==> src/rtl/supmon_pkg.sv <==
package supmon_pkg;

    localparam int          DATA_W    = 32;
    localparam logic [31:0] CSR_ADDR  = 32'hFFFF_0440;
    localparam int          FLAG_BIT  = 0;
    localparam int          EN_BIT    = 1;
    localparam int          TRIP_BIT  = 2;
    localparam int          STAT_BIT  = 3;
    localparam int          USED_BITS = 4;

    typedef struct packed {
        logic trip_hi;
        logic enable;
    } ctrl_t;

    localparam ctrl_t CTRL_RESET = '{trip_hi: 1'b0, enable: 1'b0};

    function automatic ctrl_t ctrl_from_word(input logic [DATA_W-1:0] w);
        ctrl_t c;
        c.trip_hi = w[TRIP_BIT];
        c.enable  = w[EN_BIT];
        return c;
    endfunction

    function automatic logic [DATA_W-1:0] view_word(input logic stat,
                                                    input ctrl_t c,
                                                    input logic flag);
        logic [DATA_W-1:0] w;
        w           = '0;
        w[STAT_BIT] = stat;
        w[TRIP_BIT] = c.trip_hi;
        w[EN_BIT]   = c.enable;
        w[FLAG_BIT] = flag;
        return w;
    endfunction

endpackage

==> src/rtl/supmon_sync.sv <==
module supmon_sync #(
    parameter int   STAGES    = 2,
    parameter logic RESET_VAL = 1'b1
) (
    input  logic clk,
    input  logic rst,
    input  logic d_async,
    output logic d_sync
);
    logic [STAGES-1:0] chain;

    genvar g;
    generate
        for (g = 0; g < STAGES; g++) begin : g_stage
            if (g == 0) begin : g_first
                always_ff @(posedge clk) begin
                    if (rst) chain[0] <= RESET_VAL;
                    else     chain[0] <= d_async;
                end
            end else begin : g_next
                always_ff @(posedge clk) begin
                    if (rst) chain[g] <= RESET_VAL;
                    else     chain[g] <= chain[g-1];
                end
            end
        end
    endgenerate

    assign d_sync = chain[STAGES-1];
endmodule

==> src/rtl/supmon_flag.sv <==
module supmon_flag (
    input  logic clk,
    input  logic rst,
    input  logic enable,
    input  logic cmp_sync,
    input  logic stat_high,
    input  logic clr_req,
    output logic flag_q
);
    logic cmp_prev;
    logic fall_evt;

    assign fall_evt = enable & cmp_prev & ~cmp_sync;

    always_ff @(posedge clk) begin
        if (rst) begin
            cmp_prev <= 1'b1;
            flag_q   <= 1'b0;
        end else begin
            cmp_prev <= cmp_sync;
            if (fall_evt)
                flag_q <= 1'b1;
            else if (clr_req && stat_high)
                flag_q <= 1'b0;
        end
    end
endmodule

==> src/rtl/supmon_irq.sv <==
module supmon_irq #(
    parameter int NUM_OUT = 2
) (
    input  logic               clk,
    input  logic               rst,
    input  logic               flag,
    input  logic [NUM_OUT-1:0] mask,
    output logic [NUM_OUT-1:0] irq_q
);
    genvar g;
    generate
        for (g = 0; g < NUM_OUT; g++) begin : g_line
            always_ff @(posedge clk) begin
                if (rst) irq_q[g] <= 1'b0;
                else     irq_q[g] <= flag & mask[g];
            end
        end
    endgenerate
endmodule

==> src/rtl/supmon_csr.sv <==
module supmon_csr
    import supmon_pkg::*;
#(
    parameter int          ADDR_W      = 32,
    parameter logic [31:0] BASE_ADDR   = CSR_ADDR,
    parameter int          SYNC_STAGES = 2
) (
    input  logic              clk,
    input  logic              rst,
    input  logic              cmp_in,
    input  logic [ADDR_W-1:0] bus_addr,
    input  logic              bus_wr,
    input  logic [DATA_W-1:0] bus_wdata,
    output logic [DATA_W-1:0] bus_rdata,
    input  logic              mask_norm,
    input  logic              mask_fast,
    output logic              irq_norm,
    output logic              irq_fast,
    output logic              trip_sel,
    output logic              mon_en
);
    localparam int IRQ_N = 2;
    localparam logic [ADDR_W-1:0] MY_ADDR = BASE_ADDR[ADDR_W-1:0];

    ctrl_t            ctrl_q;
    logic             cmp_sync;
    logic             stat_high;
    logic             flag_q;
    logic             addr_hit;
    logic             wr_hit;
    logic             clr_req;
    logic [IRQ_N-1:0] irq_vec;
    logic             unused_wdata_hi;

    assign addr_hit        = (bus_addr == MY_ADDR);
    assign wr_hit          = bus_wr & addr_hit;
    assign clr_req         = wr_hit & bus_wdata[FLAG_BIT];
    assign unused_wdata_hi = ^bus_wdata[DATA_W-1:USED_BITS];

    supmon_sync #(.STAGES(SYNC_STAGES), .RESET_VAL(1'b1)) u_sync (
        .clk    (clk),
        .rst    (rst),
        .d_async(cmp_in),
        .d_sync (cmp_sync)
    );

    always_ff @(posedge clk) begin
        if (rst)         ctrl_q <= CTRL_RESET;
        else if (wr_hit) ctrl_q <= ctrl_from_word(bus_wdata);
    end

    assign stat_high = ~ctrl_q.enable | cmp_sync;

    supmon_flag u_flag (
        .clk      (clk),
        .rst      (rst),
        .enable   (ctrl_q.enable),
        .cmp_sync (cmp_sync),
        .stat_high(stat_high),
        .clr_req  (clr_req),
        .flag_q   (flag_q)
    );

    supmon_irq #(.NUM_OUT(IRQ_N)) u_irq (
        .clk  (clk),
        .rst  (rst),
        .flag (flag_q),
        .mask ({mask_fast, mask_norm}),
        .irq_q(irq_vec)
    );

    assign irq_norm  = irq_vec[0];
    assign irq_fast  = irq_vec[1];
    assign trip_sel  = ctrl_q.trip_hi;
    assign mon_en    = ctrl_q.enable;
    assign bus_rdata = addr_hit ? view_word(stat_high, ctrl_q, flag_q) : '0;
endmodule

==> config.mk <==
export PLATFORM = sky130hd
export DESIGN_NAME = supmon_csr
export DESIGN_NICKNAME = d
export VERILOG_FILES = /design/src/rtl/supmon_pkg.sv /design/src/rtl/supmon_sync.sv /design/src/rtl/supmon_flag.sv /design/src/rtl/supmon_irq.sv /design/src/rtl/supmon_csr.sv
export SDC_FILE = /design/constraint.sdc
export NUM_CORES = 1
export LEC_CHECK = 0
export CORE_AREA = 2 2 41 43
export DETAILED_ROUTE_END_ITERATION = 7
export DIE_AREA = 0 0 43 45
export DONT_BUFFER_PORTS = 1
export GPL_TIMING_DRIVEN = 0
export PLACE_DENSITY = 0.57
export SETUP_SLACK_MARGIN = 0.1
export SYNTH_ARGS = -nofsm -noshare
export SYNTH_HDL_FRONTEND = slang
export SYNTH_HIERARCHICAL = 1
export SYNTH_SLANG_ARGS = --single-unit
==> constraint.sdc <==
create_clock -name clk -period 1.8 [get_ports clk]
set_input_delay 0.36 -clock clk [delete_from_list [all_inputs] [get_ports clk]]
set_output_delay 0.36 -clock clk [all_outputs]
set_load 0.05 [all_outputs]
* Word-level counts from Yosys, hierarchy flattened
Index checks and enable logic that the tools add are counted.
** Operators by class
- Equality and inequality tests :: 1
- Mux-type cells :: 3
- Bitwise gates (word level) :: 9
- Reduce and logical (&&, ||, !) cells :: 2
** Operators by type and width (number)
- $eq A32 B32 Y1 const B :: 1
- $and A1 B1 Y1 :: 6
- $mux W4 :: 1
- $mux W1 :: 2
- $not A1 Y1 :: 2
- $reduce_bool A2 Y1 :: 1
- $logic_and A1 B1 Y1 :: 1
- $or A1 B1 Y1 :: 1
** Storage, ports and cells
- Logic and storage cells :: 23
- Output and inout port bits :: 36
- Register bits after elaboration :: 8

* Logic depth before layout (Yosys ltp)
Gate-level depths: netlist of the first run.
- Word-level depth :: 6
- Depth in mapped cells :: 6
- Depth with buffers taken out :: 6

* By module
Netlist of the first run, hierarchy kept.
** By module, submodules not included
- supmon_csr :: seq. area each 40.0 um^2, instances 1, cells each 56, area an instance 450.4 um^2
- supmon_flag :: seq. area each 40.0 um^2, instances 1, cells each 7, area an instance 77.6 um^2
- supmon_irq :: seq. area each 40.0 um^2, instances 1, cells each 4, area an instance 57.6 um^2
- supmon_sync :: seq. area each 40.0 um^2, instances 1, cells each 4, area an instance 52.6 um^2

* Least setup slack after synthesis of the first run
Ideal clock, no wire load.
- Path kind :: input -> output
- Start point :: in bus_addr[2]
- End point :: out bus_rdata[3]
- Slack :: -226 ps
- Stages :: 4
- Arrival :: 1666 ps
- Path through :: nand4b_1 or4_4 nor2_1 and2_1
** Between the ends
- Cells in the longest elaborated chain, start to end :: 2
** Ends and longest elaborated chain
- start: declaration :: RTL line supmon_csr.sv:11 : input logic [ADDR_W-1:0] bus_addr,
- $eq A32 B32 Y1 :: RTL line supmon_csr.sv:35 : assign addr_hit = (bus_addr == MY_ADDR);
- $mux W4 :: RTL line supmon_csr.sv:76 : assign bus_rdata = addr_hit ? view_word(stat_high, ctrl_q, flag_q) : '0;
- end: declaration :: RTL line supmon_csr.sv:14 : output logic [DATA_W-1:0] bus_rdata,
Every way passes these cells.

* Worst setup path in the final report of the first run
- Start point :: in bus_addr[2]
- End point :: out bus_rdata[0]
The elaborated chain is that of the path after synthesis.

==> run summary, run 1 <==
Sort of element at the start of the critical path: an input pin. Timing would allow up to 562.7 MHz. Relative to the synthesized area, the layout overhead comes to 27.45%. Grouping stages by cell kind, the critical path spends the most delay in simple AND/OR/NAND/NOR gates. Setup slack closes at 22.76 ps.

The width of the die came out at 43 um. For this design, the sink count on the clock tree is 8. The run finished with clean final reports. At the worst endpoint, the required time is 1440 ps. Walking the worst path, the cells encountered are nand4b_1, or4_4, nor2_4, and2_4.

From bottom edge to top edge, the die measures 45 um. Dividing total power by cell area gives a power density of 615.0 nW/um^2. Setup violations remaining at the end of the flow were counted as 0. In the final design database the tool counted 174 nets. Clock-pin slew was measured on the worst setup and hold paths at 50 ps. The logs give 6 for the number of warnings issued by yosys and 58.68% for the worst slew slack as a fraction of its limit. Clock tree synthesis inserted a total of 3 buffers. The number of antenna repair diodes came out at 0. The largest total area in the synthesized netlist belongs to buf_4. The number of port buffers is 0, and the synthesis-stage register bit count is 8. After synthesis, the cell types taking the most area are buf_4 (33%), dfxtp_1 (25%), and2_1 (4.9%). In this run the cell area measured after placement is 777.0 sq um. The wire length per cell was 10.81 um. The portion of the post-synthesis area used by sequential elements was 25.10%; the power share of the combinational group was 38.0%. Placed wire-length estimate: 1142 um. Including well taps, the total number of placed cells is 114. The first detailed-routing pass ran for 4 iterations. The clock network accounts for 25.8% of the total power. The type of the worst setup path was in -> out. For this run, the total global-route usage over all layers was measured as 12.90%.

TritonCTS built the clock tree. The net switching power of the design is 0.1935 mW. Sequential cells account for 36.2% of the total power.

The top cell type by area accounts for 32.94% of the synthesized area. The first global-routing pass estimated 1800 um of wire. The logs give 43.37% for the starting density of the core and 0.5001 mW for the overall power consumption. The post-route worst hold slack was 217.3 ps.

The largest individual stage delay along the critical path comes from the cell or4_4. The first routing iteration left 8 violations. The arrival time at the worst endpoint came out at 1420 ps.

106 I/O pins were placed. For the pin with the worst max-slew slack, the measured transition is 619.0 ps. The remaining antenna violation count after routing is 0, and the gate count after technology mapping is 71.

The run gives 638.1 sq um as the netlist area before placement. The initial antenna violation count is 0. In this run the worst hold path is classified as in -> reg. The congestion estimate from routability-driven global placement came to 0.7067. The run gives 118 as the post-layout instance count excluding filler cells. The number of global-route vias before repair came out at 421. Cells with a size suffix above 1 make up 44.12% of the layout.

Setup total negative slack on the finished layout was measured at 0 ps. The wire length after detailed routing is 1275 um. Aggregate global routing overflow: 0. Dividing the detail-routed via count by the number of cells gives 4.153. Dividing the final minimum period by the clock period gives 98.74%.

The worst path buffer plus inverter count came out at 0. The hold violation count in the final report was 0. The die covers 1935 sq um. For this run, the share of the core covered by cells in the final layout is 55.27%. The tools report the total core area as 1471 sq um. Share of flip-flops with an asynchronous set or reset: 0%.

For the clock latency on the worst-skew pair, the log shows 250 ps. The count of pins over their slew limit is 0, and the internal power contribution is 0.3067 mW. For the maximum number of pins on one net before global-route repair, the log shows 11. For the via count, the log shows 490. Setup repair after global routing could not meet its margin everywhere.

The tool flagged a number of max-cap violations equal to 0. The leading register cell type out of synthesis is dfxtp_1. In the routed design, unresolved DRC markers number 0. The filler cell count was 158; the top fanout value on the critical path was 4. The run gives 0.0003863 V as the maximum ir drop on the vdd rail. The worst setup path is captured at an output port. The switching share of total power was 38.69%. Timing analysis after detailed placement gives a worst setup slack of -59.54 ps.

After synthesis, the mean cell area works out to 8.987 sq um. In this run the core area contains 14 standard-cell rows. For this design the static power due to leakage is 0.4142 nW. The clock passes through at most 2 buffers. Once layout is done, the placed cells without fillers occupy 813.3 sq um. The most common cell in the synthesized netlist is buf_4. The count of flip-flops with a built-in enable after synthesis works out to 0. By count the netlist is led by buf_4 (28), dfxtp_1 (8), and2_1 (5). CTS placed an instance of clkbuf_4 at the clock tree root. The tools report the number of distinct library cells after synthesis as 23. The shortest clock period the worst path allows after layout came out at 1777 ps. The setup skew after layout came out at 1.926 ps. The delay of the slowest critical-path stage came out at 510 ps. The run gives 1 as the deepest level of the CTS H-tree.
path summary, 6_finish.rpt:
check,from,cells after the start,end,slack (ps)
worst max-delay path,bus_addr[2],4,bus_rdata[0],20
worst min-delay path,rst,1,u_sync/d_sync,220
worst max register to register,trip_sel,2,trip_sel,630
worst min register to register,u_sync/chain[0],1,u_sync/d_sync,410
cell type report:
| class | count | area [sq um] | area share, % |
|---|---|---|---|
| inverter | 1 | 3.754 | 0.4615 |
| sequential | 8 | 160.2 | 19.69 |
| buffer | 28 | 210.2 | 25.85 |
| tap | 16 | 20.02 | 2.462 |
| timing repair buffer | 1 | 7.507 | 0.9231 |
| multi-input combinational | 61 | 389.1 | 47.85 |
| clock buffer | 3 | 22.52 | 2.769 |
placed cells by master (no fill, tap or decap), drive strengths merged:
cell	Yosys	layout
nand4b	2	2
mux2i	2	2
nor3	1	1
clkbuf	0	3
nor4b	2	2
nor2b	1	1
nand4	3	3
nand2b	1	1
or2b	4	4
nor4bb	1	1
dfxtp	8	8
and3b	2	2
inv	1	1
and2	5	5
nor4	1	1
or2	3	3
or4	1	1
nor2	1	1
conb	1	28
buf	28	29
o2bb2ai	1	1
nand2	2	2
repair_timing:
| item | in CTS | in global routing |
|---|---|---|
| hold endpoints to repair | 0 | 0 |
| setup endpoints to repair | 4 | 5 |
| buffers inserted | 1 | 0 |
| gates resized for setup | 0 | 1 |
| hold buffers | 0 | 0 |
| pin swaps | 4 | 4 |
logic make-up after synthesis:
family | Yosys count | share of synthesized area, %
buffers and inverters | 29 | 33.53
muxes | 2 | 3.137
and+or+nand+nor | 30 | 35.30
DFF | 8 | 25.10
other | 1 | 0.5877
AOI/OAI and AO/OA | 1 | 2.352
routing by layer:
metal | global-route usage [%] | routed length [um] | up-vias
li1 | - | - | 247
met1 | 13.55 | 403 | 193
met2 | 22.42 | 647 | 50
met3 | 8.400 | 224 | 0
met4 | 1.818 | 0 | 0
met5 | 0 | 0 | -
sequential cells by signal, summed over array words and instances, names as in the netlist:
register,cells
u_sync/d_sync,1
u_flag/flag_q,1
u_flag/cmp_prev,1
mon_en,1
u_irq/irq_q,2
trip_sel,1
u_sync/chain,1
power groups by stage:
stage / clock network, mW / registers, mW / logic, mW
after CTS: 0.135 / 0.181 / 0.186
after global placement: 0 / 0.184 / 0.186
final: 0.129 / 0.181 / 0.190
after floorplan: 0 / 0.184 / 0.185
after detailed placement: 0 / 0.184 / 0.186
after global routing: 0.150 / 0.181 / 0.197
Note: power is estimated with default switching activity, not from simulation.
==> inputs of run 2 (changes only) <==
Settings changed: ABC_AREA set to 1, PLACE_DENSITY 0.57 to 0.62.
Clock period 1.8 ns to 2.05 ns, I/O delays scaled along.
==> run 2 against run 1 <==
Effect of this change:
- total power down 9.4%
- routed wire length rose by 3.4%
- clock-buffer cell count unchanged
- flip-flop and latch count did not move
- setup slack gained 93 ps
- synthesized cell count increased by 70%
- utilization is 3.7 points higher
- design area grew 6.8%
- via count rose by 32%
- sequential share of layout area decreased by 1.2 points
- area after synthesis grew 11%
- die area is the same
- critical path type is now reg -> out
- critical endpoint is now bus_rdata[2]
==> run summary, run 2 <==
The share of flip-flops with an asynchronous set or reset works out to 0% (unchanged). The run gives 59.01% (was 55.27%) as the share of the core filled with cells. The routed length on met3 is 227 um (was 224 um).

The number of buffers created by CTS was 3 (unchanged). Starting density of the core: 48.13% (was 43.37%). The slew of the pin with the lowest slew margin is 610.5 ps (was 619.0 ps), and the number of clock sinks seen by CTS is 8 (unchanged). The count of pins over their slew limit is 0 (unchanged).

The die boundary height was 45 um (unchanged). The logs give 550 (was 421) for the number of global-route vias before repair and 0.0003864 V (was 0.0003863 V) for the maximum ir drop on the vdd rail. The wire length per cell is 7.892 um (was 10.81 um).

The master cell of the clock root buffer was clkbuf_4 (unchanged). The number of flip-flops under the largest register name is 2 (unchanged). The global router's overall resource usage was 13.13% (was 12.90%); the remaining antenna violation count after routing was 0 (unchanged). The number of buffers added for setup after CTS came out at 0 (was 1).

The synthesized area divided by synthesized cell count came out at 5.853 sq um (was 8.987 sq um). The via density per instance works out to 3.868 (was 4.153). The cell leakage power is 0.5521 nW (was 0.4142 nW). The top fanout value on the critical path was 2 (was 4); the clock latency on the worst-skew pair was 250 ps (about the same). For the number of remaining DRC errors, the log shows 0 (unchanged). The cell with the biggest individual delay on the critical path is dfxtp_1 (was or4_4).

Number of standard-cell rows in the floorplan: 14 (unchanged). Synth cell count leaders: nand2_1 (34), buf_4 (28), inv_1 (26) (was buf_4 (28), dfxtp_1 (8), and2_1 (5)). The number of distinct library cells after synthesis was 10 (was 23). Sort of element at the end of the critical path: an output port (unchanged). The most common cell after layout, fill and taps aside was nand2_1 (was buf_4). The worst path buffer plus inverter count was 1 (was 0).

The cell taking the most area after synthesis is buf_4 (unchanged). The number of port buffers is 0 (unchanged). The most common cell in the synthesized netlist is nand2_1 (was buf_4). Setup repair after global routing could not meet its margin everywhere. The shortest clock period the worst path allows after layout was 1934 ps. The run finished with clean final reports.

The tools report the aggregate negative setup slack as 0 ps (unchanged). Static timing analysis puts the maximum clock frequency at 517.1 MHz. The part of the cycle the worst path needs is 94.34%. The via count is 646 (was 490). The logs give 164 (was 114) for the post-placement cell count and 6 (was 8) for the number of DRC markers after the initial detailed-route iteration. Top post-synthesis cells by area: buf_4 (30%), dfxtp_1 (23%), nand2_1 (18%) (was buf_4 (33%), dfxtp_1 (25%), and2_1 (4.9%)). Gate count after technology mapping: 121 (was 71). The synthesis-to-layout area growth is 22.61% (was 27.45%). The highest signal layer in the routed design is met3 (unchanged).

The leading register cell type out of synthesis was dfxtp_1 (unchanged). Register clock-pin slew on the reported worst setup and hold paths: 50 ps (about the same). The routed metal-1 wirelength was 384 um (was 403 um).

CP cell instances: inv_1, nor2_2 (was nand4b_1, or4_4, nor2_4, and2_4). For the number of hold buffers added after cts, the log shows 0 (unchanged). Number of endpoints failing setup at the final stage: 0 (unchanged). The worst slew slack as a fraction of its limit was 59.24% (was 58.68%). The hold violation count in the final report was 0 (unchanged).

TritonCTS built the clock tree. The fraction of post-synthesis cell area in the top cell type by area was 29.68% (was 32.94%). The post-layout instance count excluding filler cells was 167 (was 118); the max-capacitance violation count was 0 (unchanged).

The cell class contributing the biggest share of worst-path delay was flip-flops (was simple AND/OR/NAND/NOR gates). The proportion of layout cells with a drive suffix above 1 is 26.49% (was 44.12%). The logs give 1520 ps (was 1420 ps) for the arrival time at the worst endpoint and 223 (was 174) for the number of nets in the layout. The logs give 1935 sq um (unchanged) for the area enclosed by the die boundary and 106 (unchanged) for the top-level I/O count. The tools report the maximum number of pins on one net before global-route repair as 7 (was 11).

The delay of the slowest critical-path stage came out at 640 ps (was 510 ps). The register containing the most flip-flops in the final layout is u_irq/irq_q (unchanged). The number of warnings issued by yosys is 6 (unchanged). Placed wire-length estimate: 1173 um (was 1142 um). The filler cell count is 172 (was 158), and the initial antenna violation count is 0 (unchanged). The run gives 0 (unchanged) as the aggregate global routing overflow.

The synthesis-stage register bit count works out to 8 (unchanged). The maximum root-to-sink buffer count is 2 (unchanged). The width of the die is 43 um (unchanged), and the netlist area before placement is 708.2 sq um (was 638.1 sq um). The post-place instance area was 833.3 sq um (was 777.0 sq um); the required arrival time at the worst endpoint was 1640 ps (was 1440 ps). The tools report the sort of element at the start of the critical path as a flop (was an input pin). The logs give 0.4530 mW (was 0.5001 mW) for the overall power consumption and 705 um (was 647 um) for the detailed-routed wire length on met2.

Commonest non-fill, non-tap cells in the layout: nand2_1 (34), buf_4 (28), conb_1 (28) (was buf_4 (29), conb_1 (28), dfxtp_1 (8)). The count of flip-flops with a built-in enable after synthesis is 0 (unchanged). The tools report the setup skew after layout as 4.924 ps (was 1.926 ps).

The type of the worst setup path is reg -> out (was in -> out). The power density over the cells is 521.7 nW/um^2 (was 615.0 nW/um^2). Count of TritonRoute iterations in the first routing pass: 6 (was 4).

The run gives 1318 um (was 1275 um) as the wire length after detailed routing. The portion of the post-synthesis area used by sequential elements was 22.61% (was 25.10%). Worst hold-check path type: in -> reg (unchanged). The deepest level of the CTS H-tree was 1 (unchanged). The total core area came out at 1471 sq um (unchanged). The routability congestion estimate was 0.6713 (was 0.7067); the design area was 868.3 sq um (was 813.3 sq um). The logs give 0 (unchanged) for the number of antenna repair diodes and 1904 um (was 1800 um) for the first-pass GRT wire length.
-- run 2: final timing paths --
kind	start	endpoint	slack [ps]	cells after the start
max	trip_sel	bus_rdata[2]	120	2
min	rst	u_irq/irq_q[0]	210	1
max reg2reg	mon_en	mon_en	870	4
min reg2reg	u_sync/chain[0]	u_sync/d_sync	410	2
-- run 2: cell type report --
class / count / area, sq um / share of cell area [%]
multi-input cells: 86 / 357.8 / 41.21
flip-flops and latches: 8 / 160.2 / 18.44
plain buffers: 28 / 210.2 / 24.21
clock buffers: 3 / 22.52 / 2.594
inverters: 26 / 97.59 / 11.24
well taps: 16 / 20.02 / 2.305
-- run 2: stage by stage --
step	setup WS (ps)	hold slack (ps)
2_1_floorplan	122.4	386.5
3_3_place_gp	2.934	393.3
3_5_place_dp	12.31	404.7
4_1_cts	26.97	210.2
5_1_grt	59.97	213.2
6_report	116.0	213.1
-- run 2: logic make-up after synthesis --
kind of cell | synth area share (%)
compound gates | 0.7060
buf+inv | 43.46
flops | 22.61
other cells | 0.5295
simple gates | 32.68
-- run 2: worst register-to-register path, stage by stage, from the launching register on --
cell     delay [ps]
dfxtp_1         700
inv_1           190
nand2_1         110
nand2_1          50
nor2_1           70
-- run 2: where the power goes --
group | switching, mW | leakage (nW) | total, mW | internal [mW]
Clock | 0.0518 | 0.0138 | 0.119 | 0.0669
Sequential | 0.000884 | 0.0650 | 0.159 | 0.158
Combinational | 0.130 | 0.473 | 0.175 | 0.0454
Total | 0.183 | 0.552 | 0.453 | 0.270
-- run 2: timing repair --
action,4_1_cts,5_1_grt
setup endpoints to repair,3,3
gates cloned,0,0
resized for setup,3,1
-- run 2: per-layer routing --
layer / up-vias / track usage [%]
li1: 345 / -
met1: 258 / 8.824
met2: 43 / 28.18
met3: 0 / 9.600
met4: 0 / 1.818
met5: - / 0
==> inputs of run 3 (changes only) <==
Settings changed: ABC_AREA 1 to 0, PLACE_DENSITY 0.62 to 0.57.
==> run 3 against run 2 <==
Effect of this change:
- via count is 26% lower
- hold slack gained 42 ps
- die area is the same
- sequential power is essentially flat
- flip-flop and latch count is the same
- utilization down 4.2 points
- critical path depth increased by 2
- critical endpoint is now bus_rdata[3]
==> run summary, run 3 (synthesized netlist as in run 1, its figures left out) <==
Sort of element at the start of the critical path: an input pin (was a flop). The filler cell count is 155 (was 172), and the number of DRC markers after the initial detailed-route iteration is 1 (was 6). The count of TritonRoute iterations in the first routing pass is 2 (was 6), and the clock latency on the worst-skew pair is 250 ps (about the same). The via count was 479 (was 646); the via density per instance was 4.059 (was 3.868). The worst hold-check path type was in -> reg (unchanged). The multi-input combinational cell area is 382.9 sq um (was 357.8 sq um). The part of the power in the clock network was 27.0% (was 26.2%); the power density over the cells was 550.3 nW/um^2 (was 521.7 nW/um^2). The number of port buffers was 0 (unchanged). The run gives 0.0003142 V (was 0.0003864 V) as the maximum ir drop on the vdd rail. The logs give 0 (unchanged) for the remaining antenna violation count after routing and -110.3 ps (was 12.31 ps) for the worst setup slack after placement. The flow ran to the end, and the final reports show no timing, DRC or antenna violations.

The run gives 0.4128 nW (was 0.5521 nW) as the cell leakage power. The number of flip-flops under the largest register name came out at 2 (unchanged). The type of the worst setup path is in -> out (was reg -> out).

For the hold violation count in the final report, the log shows 0 (unchanged). The die boundary height was 45 um (unchanged); the depth of the worst register-to-register path was 2 (was 4). The run gives 14 (unchanged) as the number of standard-cell rows in the floorplan.

The maximum number of pins on one net before global-route repair was 11 (was 7). Setup repair after global routing could not meet its margin everywhere. Number of clock sinks seen by CTS: 8 (unchanged). The master cell of the clock root buffer is clkbuf_4 (unchanged). Commonest non-fill, non-tap cells in the layout: buf_4 (29), conb_1 (28), dfxtp_1 (8) (was nand2_1 (34), buf_4 (28), conb_1 (28)). The shortest clock period the worst path allows after layout came out at 1919 ps (was 1934 ps).

The number of global-route vias before repair is 377 (was 550), and the width of the die is 43 um (unchanged). The number of cells on the worst hold path came out at 1 (unchanged). The number of remaining DRC errors was 0 (unchanged); the slew of the pin with the lowest slew margin was 611.0 ps (was 610.5 ps). The initial antenna violation count is 0 (unchanged). The max-capacitance violation count was 0 (unchanged). The worst slew slack as a fraction of its limit was 59.21% (was 59.24%); the placed wire-length estimate was 1053 um (was 1173 um). The register clock-pin slew on the reported worst setup and hold paths is 50 ps (about the same), and the total core area is 1471 sq um (unchanged). The register containing the most flip-flops in the final layout was u_irq/irq_q (unchanged). The arrival time at the worst endpoint came out at 1510 ps (was 1520 ps). The top fanout value on the critical path works out to 4 (was 2).

The run gives 43.37% (was 48.13%) as the starting density of the core. The deepest level of the CTS H-tree is 1 (unchanged). The most common cell after layout, fill and taps aside is buf_4 (was nand2_1).

The tools report the post-route worst hold slack as 255.2 ps (was 213.1 ps). The wire length after detailed routing is 1152 um (was 1318 um), and the switching share of total power is 39.42% (was 40.33%). The part of the cycle the worst path needs works out to 93.63% (was 94.34%). Fraction of power consumed by sequential logic: 35.7% (was 35.1%).

The run gives 0.1301 ps (was 4.924 ps) as the setup skew after layout. The wire length per cell works out to 9.763 um (was 7.892 um). The required arrival time at the worst endpoint is 1640 ps (about the same), and the aggregate global routing overflow is 0 (unchanged). The run gives 1935 sq um (unchanged) as the area enclosed by the die boundary.

Sort of element at the end of the critical path: an output port (unchanged). The net switching power of the design came out at 0.1751 mW (was 0.1827 mW). The achievable frequency is 521.0 MHz (was 517.1 MHz). The setup slack after layout was 130.6 ps (was 116.0 ps); the power share of the combinational group was 37.4% (was 38.7%).

The number of buffers created by CTS came out at 3 (unchanged). TritonCTS built the clock tree. The synthesis-to-layout area growth was 26.47% (was 22.61%); the number of endpoints failing setup at the final stage was 0 (unchanged).

The run gives 1704 um (was 1904 um) as the first-pass GRT wire length. The internal power contribution was 0.2690 mW (was 0.2703 mW). The register area came out at 160.2 sq um (unchanged). The routability congestion estimate is 0.7784 (was 0.6713), and the maximum root-to-sink buffer count is 2 (unchanged). Top-level I/O count: 106 (unchanged).

The number of nets in the layout came out at 174 (was 223). The logs give 0 (unchanged) for the number of hold buffers added after cts and 0 (unchanged) for the count of pins over their slew limit. The proportion of layout cells with a drive suffix above 1 is 43.14% (was 26.49%). Number of antenna repair diodes: 0 (unchanged). The tools report the global router's overall resource usage as 11.97% (was 13.13%).
run 3: worst max-delay path, cell delays in order:
cell and delay (ps):
nand4b_1 140, or4_4 530, nor2_4 170, and2_4 260
run 3: cell type report:
cell class / count / area share (%)
repair buffers: 1 / 0.9302
flip-flops and latches: 8 / 19.85
inverters: 1 / 0.4651
plain buffers: 28 / 26.05
clock buffers: 3 / 2.791
well taps: 16 / 2.481
multi-input cells: 61 / 47.44
run 3: path summary, 6_finish.rpt:
kind / endpoint / from / slack (ps)
max reg2reg: trip_sel / trip_sel / 890
min reg2reg: u_sync/d_sync / u_sync/chain[0] / 400
max: bus_rdata[3] / bus_addr[3] / 130
min: u_sync/chain[0] / rst / 260
run 3: through the flow:
stage | cell area (sq um) | TNS (ps) | std cells | power (mW) | util [%]
after floorplan | 744.5 | 0 | 98 | 0.3244 | -
after global placement | 764.5 | -358.4 | 114 | 0.3250 | 51.96
after detailed placement | 764.5 | -407.6 | 114 | 0.3252 | 51.96
after CTS | 799.5 | 0 | 117 | 0.4466 | 54.34
after global routing | 807.0 | 0 | 118 | 0.4627 | 54.85
final | 807.0 | 0 | 118 | 0.4441 | 54.85
run 3: repair_timing:
action | CTS | global route
buffers inserted | 0 | 1
pin swaps | 3 | 6
gates resized for setup | 6 | 0
cloned | 0 | 0
setup endpoints to repair | 4 | 4
run 3: power groups by stage:
stage	clock [mW]	sequential [mW]	combinational [mW]
finish	0.120	0.159	0.166
global route	0.132	0.159	0.172
CTS	0.125	0.158	0.163
detailed placement	0	0.162	0.163
global placement	0	0.162	0.163
floorplan	0	0.162	0.163
run 3: routing by layer:
metal	track usage (%)	part of all wire (%)	vias to the layer above
met5	0	0	-
met4	1.818	0.52	0
met3	6.400	16	2
met2	19.39	49	38
met1	14.53	35	194
li1	-	-	245
